--- config.mk ---
export PLATFORM = sky130hd
export DESIGN_NAME = uart_irq_status
export DESIGN_NICKNAME = d
export VERILOG_FILES = /design/src/rtl/uart_irq_pkg.sv /design/src/rtl/uirq_level_cmp.sv /design/src/rtl/uirq_sticky.sv /design/src/rtl/uirq_mask.sv /design/src/rtl/uart_irq_status.sv
export SDC_FILE = /design/constraint.sdc
export NUM_CORES = 1
export LEC_CHECK = 0
export BUFFER_PORTS_ARGS = -buffer_cell sky130_fd_sc_hd__buf_2
export CORE_MARGIN = 2
export CORE_UTILIZATION = 30
export CTS_BUF_LIST = sky130_fd_sc_hd__clkbuf_8
export DETAILED_ROUTE_END_ITERATION = 16
export GPL_TIMING_DRIVEN = 0
export PLACE_DENSITY = 0.82
export SYNTH_ARGS = -nofsm -noshare
export SYNTH_HDL_FRONTEND = slang
export SYNTH_SLANG_ARGS = --single-unit
--- constraint.sdc ---
create_clock -name clk -period 2.05 [get_ports clk]
set_input_delay 0.41 -clock clk [delete_from_list [all_inputs] [get_ports clk]]
set_output_delay 0.41 -clock clk [all_outputs]
set_load 0.05 [all_outputs]
--- src/rtl/uart_irq_pkg.sv ---
package uart_irq_pkg;
    localparam int NUM_LVL  = 2;
    localparam int NUM_ERR  = 4;
    localparam int NUM_SRC  = NUM_LVL + NUM_ERR;
    localparam int STAT_W   = 16;
    localparam int IND_LSB  = 8;

    // Positions of the sources in the status word; the indicator of source s sits at IND_LSB+s.
    typedef enum logic [2:0] {
        SRC_TX_LVL = 3'd0,
        SRC_RX_LVL = 3'd1,
        SRC_OVR    = 3'd2,
        SRC_BRK    = 3'd3,
        SRC_PAR    = 3'd4,
        SRC_FRM    = 3'd5
    } irq_src_e;
endpackage

--- src/rtl/uirq_level_cmp.sv ---
module uirq_level_cmp #(
    parameter int CNT_W = 4,
    parameter int THR_W = 3
) (
    input  logic [CNT_W-1:0] tx_cnt,
    input  logic [CNT_W-1:0] rx_cnt,
    input  logic [THR_W-1:0] tx_thr,
    input  logic [THR_W-1:0] rx_thr,
    output logic             tx_lvl,
    output logic             rx_lvl
);
    localparam int CMP_W = (CNT_W > THR_W) ? CNT_W : THR_W;

    logic [CMP_W-1:0] tx_c, rx_c, tx_t, rx_t;

    always_comb begin
        tx_c   = CMP_W'(tx_cnt);
        rx_c   = CMP_W'(rx_cnt);
        tx_t   = CMP_W'(tx_thr);
        rx_t   = CMP_W'(rx_thr);
        // Opposite senses: transmit drains toward threshold, receive fills toward it.
        tx_lvl = (tx_c <= tx_t);
        rx_lvl = (rx_c >= rx_t);
    end
endmodule

--- src/rtl/uirq_sticky.sv ---
module uirq_sticky #(
    parameter int N = 4
) (
    input  logic         clk,
    input  logic         rst_n,
    input  logic [N-1:0] set_i,
    input  logic [N-1:0] clr_i,
    output logic [N-1:0] flag_o
);
    logic [N-1:0] flag_q;

    for (genvar k = 0; k < N; k++) begin : g_bit
        always_ff @(posedge clk or negedge rst_n) begin
            if (!rst_n) begin
                flag_q[k] <= 1'b0;
            end else if (set_i[k]) begin
                flag_q[k] <= 1'b1;          // set has priority over clear
            end else if (clr_i[k]) begin
                flag_q[k] <= 1'b0;
            end
        end

        a_r6_set_wins : assert property (@(posedge clk) disable iff (!rst_n)
            set_i[k] |=> flag_q[k]);
        a_r5_clear : assert property (@(posedge clk) disable iff (!rst_n)
            (clr_i[k] && !set_i[k]) |=> !flag_q[k]);
        a_r4_hold : assert property (@(posedge clk) disable iff (!rst_n)
            (!clr_i[k] && !set_i[k]) |=> $stable(flag_q[k]));
    end

    assign flag_o = flag_q;
endmodule

--- src/rtl/uirq_mask.sv ---
module uirq_mask #(
    parameter int N = 6
) (
    input  logic [N-1:0] flags_i,
    input  logic [N-1:0] en_i,
    output logic [N-1:0] ind_o,
    output logic         irq_o
);
    always_comb begin
        ind_o = flags_i & en_i;
        irq_o = |ind_o;
    end
endmodule

--- src/rtl/uart_irq_status.sv ---
module uart_irq_status
    import uart_irq_pkg::*;
#(
    parameter int CNT_W = 4,
    parameter int THR_W = 3
) (
    input  logic              clk,
    input  logic              rst_n,
    input  logic [CNT_W-1:0]  tx_count,
    input  logic [CNT_W-1:0]  rx_count,
    input  logic [THR_W-1:0]  tx_thr,
    input  logic [THR_W-1:0]  rx_thr,
    input  logic [NUM_ERR-1:0] err_set,
    input  logic [NUM_SRC-1:0] irq_en,
    input  logic              wr_en,
    input  logic [STAT_W-1:0] wr_data,
    output logic [STAT_W-1:0] status,
    output logic              irq
);
    localparam int ERR_LSB = int'(SRC_OVR);

    logic               tx_lvl, rx_lvl;
    logic [NUM_ERR-1:0] err_clr, err_flag;
    logic [NUM_SRC-1:0] flags, ind;
    logic               unused_wr;

    // Only the sticky positions of the write data act; the rest is dropped.
    assign err_clr   = wr_en ? wr_data[ERR_LSB +: NUM_ERR] : '0;
    assign unused_wr = ^{wr_data[STAT_W-1:ERR_LSB+NUM_ERR], wr_data[ERR_LSB-1:0]};

    uirq_level_cmp #(.CNT_W(CNT_W), .THR_W(THR_W)) u_cmp (
        .tx_cnt (tx_count),
        .rx_cnt (rx_count),
        .tx_thr (tx_thr),
        .rx_thr (rx_thr),
        .tx_lvl (tx_lvl),
        .rx_lvl (rx_lvl)
    );

    uirq_sticky #(.N(NUM_ERR)) u_sticky (
        .clk    (clk),
        .rst_n  (rst_n),
        .set_i  (err_set),
        .clr_i  (err_clr),
        .flag_o (err_flag)
    );

    assign flags = {err_flag, rx_lvl, tx_lvl};

    uirq_mask #(.N(NUM_SRC)) u_mask (
        .flags_i (flags),
        .en_i    (irq_en),
        .ind_o   (ind),
        .irq_o   (irq)
    );

    always_comb begin
        status = '0;
        status[NUM_SRC-1:0]            = flags;
        status[IND_LSB +: NUM_SRC]     = ind;
    end

    a_r2_tx_level : assert property (@(posedge clk) disable iff (!rst_n)
        (int'(tx_count) <= int'(tx_thr)) == status[SRC_TX_LVL]);
    a_r3_rx_level : assert property (@(posedge clk) disable iff (!rst_n)
        (int'(rx_count) >= int'(rx_thr)) == status[SRC_RX_LVL]);
    a_r7_needs_enable : assert property (@(posedge clk) disable iff (!rst_n)
        (status[IND_LSB +: NUM_SRC] & ~irq_en) == '0);
    a_r8_irq_line : assert property (@(posedge clk) disable iff (!rst_n)
        irq == (status[IND_LSB +: NUM_SRC] != '0));
    a_r9_spare_zero : assert property (@(posedge clk) disable iff (!rst_n)
        status[7:6] == 2'b00 && status[15:14] == 2'b00);
endmodule

==> reports/metrics.cfg, run 1 <==
[grt]
grt_pass1_vias=405
antenna_found_initial=0
grt_max_degree=5
grt_first_pass_wirelength_um=1530
grt-ovfl-total=0
grt.total_usage_pct=14.6

[placed_design]
hpwl_um=976
place_ws_ps=-147
dp.cells=110
port_buffers=43
place.gp.congestion=0.687

[sta]
fin_skew_ps=0
hold_viol=0
fin_crit_ps=2170
post-route-period-util_pct=106
max_freq_ghz=0.461
worst_slack_ps=-117
holdWs_ps=368
final-max-slew-violation-count=0
grt_setup_unrepaired=yes
finalSetupViolCount=1

[synthesis]
synthArstFlopShare_pct=100
yosys.area.top_type=dfrtp_1
syn_area_per_cell_um2=8.40
synth.area.top_cells=dfrtp_1 24%, ha_1 18%, buf_4 11%
yosysTopAreaCellShare_pct=24.3
synth_edf_count=0
synth_cell_types=19
netlist_instances=49
ys_top_cells_by_count=6 x buf_4, 6 x ha_1, 6 x inv_1
synth_seq_cells=4
ys_warn_count=0
synth_ff_type=dfrtp_1
syn_area_um2=412
seq_area_frac_synth_pct=24.3

[floorplan]
dieArea_mm2=0.00168
rows=13
ioPinCount=60
initial_utilization_pct=32.0
core_area_mm2=0.00128
dieHeight_um=41.0
fp.dieW_um=41.0

[clock_network]
clk_latency_ps=220
clock_path_buffers=2
htree_levels=1
cts_tree=done
cts.sink_count=4
cts_root_buf=clkbuf_8
cts_buffers=3
clk_pin_slew_ps=30

[detailed_routing]
antenna_left=0
first_pass_iters=1
drc=0
drtIter0Drc=0
dr_total_vias=524
vias_per_cell=4.48
wirelength_um=1220
wire_per_inst_um=10.5

[final_layout]
num_antenna_cells=0
drive_gt1_share_pct=68.6
fin_nets=152
fillers=115
area_growth_pct=96.4
stdcell_count=117
largest_reg_flops=4

[power]
p_leak_uw=0.000458
powerDensity_mw_per_mm2=611
irDropWorstVdd_v=0.000454
power_uw=494

[critical_path]
cp_slowest_stage_delay_ps=530
cp.arrival_ps=1760
required_ps=1640
slowest_stage=or4_4
cp_num_buf_inv=1
crit_chain=and2_4, or4_4, a221o_2, buf_8
end_kind=output pin
cp_max_fo=2
startpoint_type=flip-flop
criticalPathCategory=flip-flop to output pin
path_delay_family=simple AND/OR/NAND/NOR gates

[job]
drv_cap=0

[run_status]
violations=negative setup slack
status=finished with violations

[min_path]
hold_class=primary input to flip-flop

-- power breakdown --
| part | switching, uW | internal (uW) |
|---|---|---|
| logic | 136 | 94.0 |
| registers | 3.58 | 85.4 |
| clock network | 46.6 | 128 |
-- what timing repair did --
action | 4_1_cts | 5_1_grt
hold endpoints to repair | 4 | 0
resized for setup | 7 | 8
pin swaps | 0 | 1
endpoints found under the setup margin | 3 | 3
buffers inserted | 2 | 0
hold buffers | 1 | 0
-- worst paths after layout --
kind	startpoint	endpoint	slack (ps)	depth (start not counted)
worst max register to register	u_sticky.flag_o[3]	u_sticky.flag_o[3]	1240	2
worst min-delay path	err_set[1]	u_sticky.flag_o[1]	370	2
worst min register to register	u_sticky.flag_o[1]	u_sticky.flag_o[1]	490	1
max in group asynchronous	rst_n	u_sticky.flag_o[3]	1400	2
worst max-delay path	u_sticky.flag_o[3]	irq	-120	4
min in group asynchronous	rst_n	u_sticky.flag_o[0]	520	2
-- final cells by class --
class | instances | area (um2) | share of cell area, %
plain buffers | 6 | 45.0 | 5.57
clock buffers | 3 | 41.3 | 5.11
clock inverters | 1 | 3.75 | 0.464
inverters | 6 | 22.5 | 2.79
multi-input cells | 36 | 313 | 38.7
flip-flops and latches | 4 | 104 | 12.8
well taps | 15 | 18.8 | 2.32
repair buffers | 46 | 260 | 32.2
-- per-layer routing --
metal | vias up | share of wire (%) | GRT usage, %
li1 | 257 | - | -
met1 | 228 | 31 | 12.0
met2 | 35 | 57 | 28.9
met3 | 4 | 9.9 | 2.17
met4 | 0 | 2.0 | 12.5
met5 | - | 0 | 0
-- stage by stage --
step           setup TNS [ps]  area, um2  utilization (%)
2_1_floorplan           -49.0        435                -
3_3_place_gp             -329        669             52.1
3_5_place_dp             -318        669             52.1
4_1_cts                  -126        767             59.7
5_1_grt                  -166        808             62.9
6_report                 -117        808             62.9
-- placed cells by master (no fill, tap or decap), drive strengths merged --
cell         count
a211oi           1
a21o             4
a221o            1
and2             6
buf             51
clkbuf           3
conb             4
dfrtp            4
dlygate4sd3      1
ha               6
inv              7
nand2            5
nand3            1
nor2b            4
o21ai            1
o311ai           1
or2              1
or4              1
-- logic make-up (layout without fill, tap and decap cells) --
kind of cell    Yosys count  count (layout)  share of synthesized area (%)
compound gates            8               8                           15.2
fa+ha+maj                 6               6                           18.2
buf+inv                  12              62                           16.4
flops                     4               4                           24.3
other cells               1               4                          0.911
simple gates             18              18                           24.9
No activity file was read; power rests on OpenSTA's default activity.
==> inputs of run 2 (changes only) <==
Settings changed: ABC_AREA set to 1, CORE_UTILIZATION 30 to 31, PLACE_DENSITY 0.82 to 0.81.
==> run 2 against run 1 <==
  * The flow now finishes without violations
  * Critical path depth grew 4
  * Utilization shrank 6.4 points
  * Worst hold slack gained 4.2 ps
  * Critical path type is now primary input to output pin
==> reports/metrics.cfg, run 2 <==
[floorplan]
core_area_mm2=0.00132  ; +2.5%
dieHeight_um=42.0  ; +2.4%
fp.dieW_um=42.0  ; +2.4%
ioPinCount=60  ; unchanged
dieArea_mm2=0.00176  ; +4.8%
initial_utilization_pct=34.0  ; +2.0 points
rows=13  ; unchanged

[placed_design]
dp.cells=126  ; +15%
place_ws_ps=193  ; +340 ps
hpwl_um=1010  ; +3.5%
place.gp.congestion=0.749  ; +9.0%
port_buffers=43  ; unchanged

[detailed_routing]
drc=0  ; unchanged
first_pass_iters=4  ; +3
drtIter0Drc=7  ; +7
vias_per_cell=4.24  ; -5.4%
dr_total_vias=551  ; +5.2%
antenna_left=0  ; unchanged
wire_per_inst_um=9.17  ; -12%
wirelength_um=1190  ; -2.5%

[critical_path]
slowest_stage=ha_1
crit_chain=buf_2, ha_1, nand3_1, nand3_1, nand2_2, nand2_2, nand3_2, buf_2
cp.arrival_ps=1450  ; -310 ps
criticalPathCategory=primary input to output pin
cp_max_fo=3  ; +1
startpoint_type=primary input
cp_slowest_stage_delay_ps=320  ; -210 ps
end_kind=output pin
path_delay_family=simple AND/OR/NAND/NOR gates
required_ps=1640  ; about the same
cp_num_buf_inv=2  ; +1
r2r_setup_slack_ps=1340  ; +100 ps

[grt]
grt_pass1_vias=546  ; +35%
grt-ovfl-total=0  ; unchanged
grt_max_degree=5  ; unchanged
grt_first_pass_wirelength_um=2120  ; +38%
grt.total_usage_pct=15.3  ; +0.79 points
antenna_found_initial=0  ; unchanged

[sta]
grt_setup_unrepaired=no
fin_skew_ps=0  ; unchanged
fin_crit_ps=1860  ; -310 ps
worst_slack_ps=193  ; +310 ps
hold_viol=0  ; unchanged
final-max-slew-violation-count=0  ; unchanged
max_freq_ghz=0.538  ; +17%
finalSetupViolCount=0  ; -1
post-route-period-util_pct=90.6  ; -15 points
setup_tns_ps=0  ; +117 ps

[clock_network]
post_cts_buffers=0  ; -2
cts_tree=done
cts_root_buf=clkbuf_8
clk_latency_ps=210  ; about the same
clk_pin_slew_ps=30  ; about the same
htree_levels=1  ; unchanged
cts.sink_count=4  ; unchanged
clock_path_buffers=2  ; unchanged
cts_buffers=3  ; unchanged

[synthesis]
synth.area.top_cells=dfrtp_1 22%, ha_1 17%, inv_1 15%
synth_ff_type=dfrtp_1
synthArstFlopShare_pct=100  ; unchanged
ys_top_cells_by_count=18 x inv_1, 12 x nand2_1, 6 x buf_4, 6 x ha_1
synth.most_common_cell=inv_1
yosys.area.top_type=dfrtp_1
netlist_instances=65  ; +33%
synth_compound_area_share_pct=6.70  ; -8.5 points
synth_xor_area_share_pct=0  ; unchanged
syn_area_per_cell_um2=6.89  ; -18%
synth_cell_types=12  ; -7
ys_warn_count=0  ; unchanged
yosys-mux-area-fraction_pct=0  ; unchanged
seq_area_frac_synth_pct=22.3  ; -2.0 points
synth_seq_cells=4  ; unchanged
synth_top_family_by_area=simple AND/OR/NAND/NOR gates
yosysTopAreaCellShare_pct=22.3  ; -2.0 points
yosys.area_share.simple_pct=28.2  ; +3.3 points
synth_edf_count=0  ; unchanged
synth-adder-area-share_pct=16.8  ; -1.5 points
syn_area_um2=448  ; +8.8%

[final_layout]
drive_gt1_share_pct=49.6  ; -19 points
num_antenna_cells=0  ; unchanged
stdcell_count=130  ; +11%
mostFrequentLayoutCells=43 x buf_2, 18 x inv_1, 12 x nand2_1
area_growth_pct=66.2
largest_reg_flops=4  ; unchanged
layout_commonest_cell=buf_2
fin_nets=166  ; +9.2%
fillers=129  ; +12%

[power]
powerDensity_mw_per_mm2=607  ; -0.74%
power_uw=452  ; -8.6%
p_leak_uw=0.000500  ; +9.2%
irDropWorstVdd_v=0.000387  ; -15%

[min_path]
hold_class=primary input to flip-flop

[run_status]
status=finished clean

[job]
drv_cap=0  ; unchanged

## run 2: cell types whose count changed in the layout (fill, tap and decap cells not counted), moves of 3 or more
cell / before / now
inv_1: 6 / 18
nand2_1: 5 / 12
and2_4: 4 / 0
nor2_1: 0 / 4
dfrtp_1: 1 / 4
dfrtp_2: 3 / 0
nand2_2: 0 / 3
nor2b_1: 3 / 0
## run 2: path summary, 6_finish.rpt
| check | start | to | depth (start not counted) |
|---|---|---|---|
| hold / removal | err_set[0] | u_sticky.flag_o[0] | 2 |
| max in group asynchronous | rst_n | u_sticky.flag_o[3] | 2 |
| hold reg to reg | u_sticky.flag_o[0] | u_sticky.flag_o[0] | 1 |
| setup / recovery | tx_count[2] | irq | 8 |
| setup reg to reg | u_sticky.flag_o[2] | u_sticky.flag_o[2] | 1 |
| min in group asynchronous | rst_n | u_sticky.flag_o[1] | 2 |
## run 2: final cells by class
cell class | instances | area [um2] | share of cell area [%]
Inverter | 18 | 67.6 | 9.08
Clock buffer | 3 | 41.3 | 5.55
Sequential cell | 4 | 100 | 13.4
Multi-Input combinational cell | 40 | 246 | 33.1
Buffer | 6 | 45.0 | 6.05
Timing Repair Buffer | 44 | 225 | 30.3
Tap cell | 15 | 18.8 | 2.52
## run 2: layer usage
layer | vias up | GRT usage (%) | wire length (um)
li1 | 286 | - | -
met1 | 240 | 15.0 | 428
met2 | 23 | 30.9 | 675
met3 | 2 | 3.02 | 82
met4 | 0 | 5.63 | 5
met5 | - | 0 | 0
## run 2: per-stage QoR
step	utilization [%]	hold WS [ps]	cell area (um2)
finish	56.5	372	744
global route	56.5	376	744
CTS	56.5	370	744
detailed placement	52.6	223	693
global placement	52.6	218	693
floorplan	-	114	459
## run 2: cell families after synthesis
| kind of cell | Yosys count |
|---|---|
| buffers and inverters | 24 |
| other | 1 |
| adders and majority gates | 6 |
| and+or+nand+nor | 26 |
| AOI/OAI and AO/OA | 4 |
| DFF | 4 |
## run 2: timing repair
| item | in CTS | in global routing |
|---|---|---|
| resized for setup | 0 | 0 |
| hold endpoints to repair | 4 | 0 |
| hold buffers | 1 | 0 |
## run 2: power by group
| part | internal (uW) | switching, uW | total (uW) |
|---|---|---|---|
| sequential | 84.8 | 4.61 | 89.4 |
| clock | 125 | 36.5 | 161 |
| combinational | 66.8 | 134 | 201 |
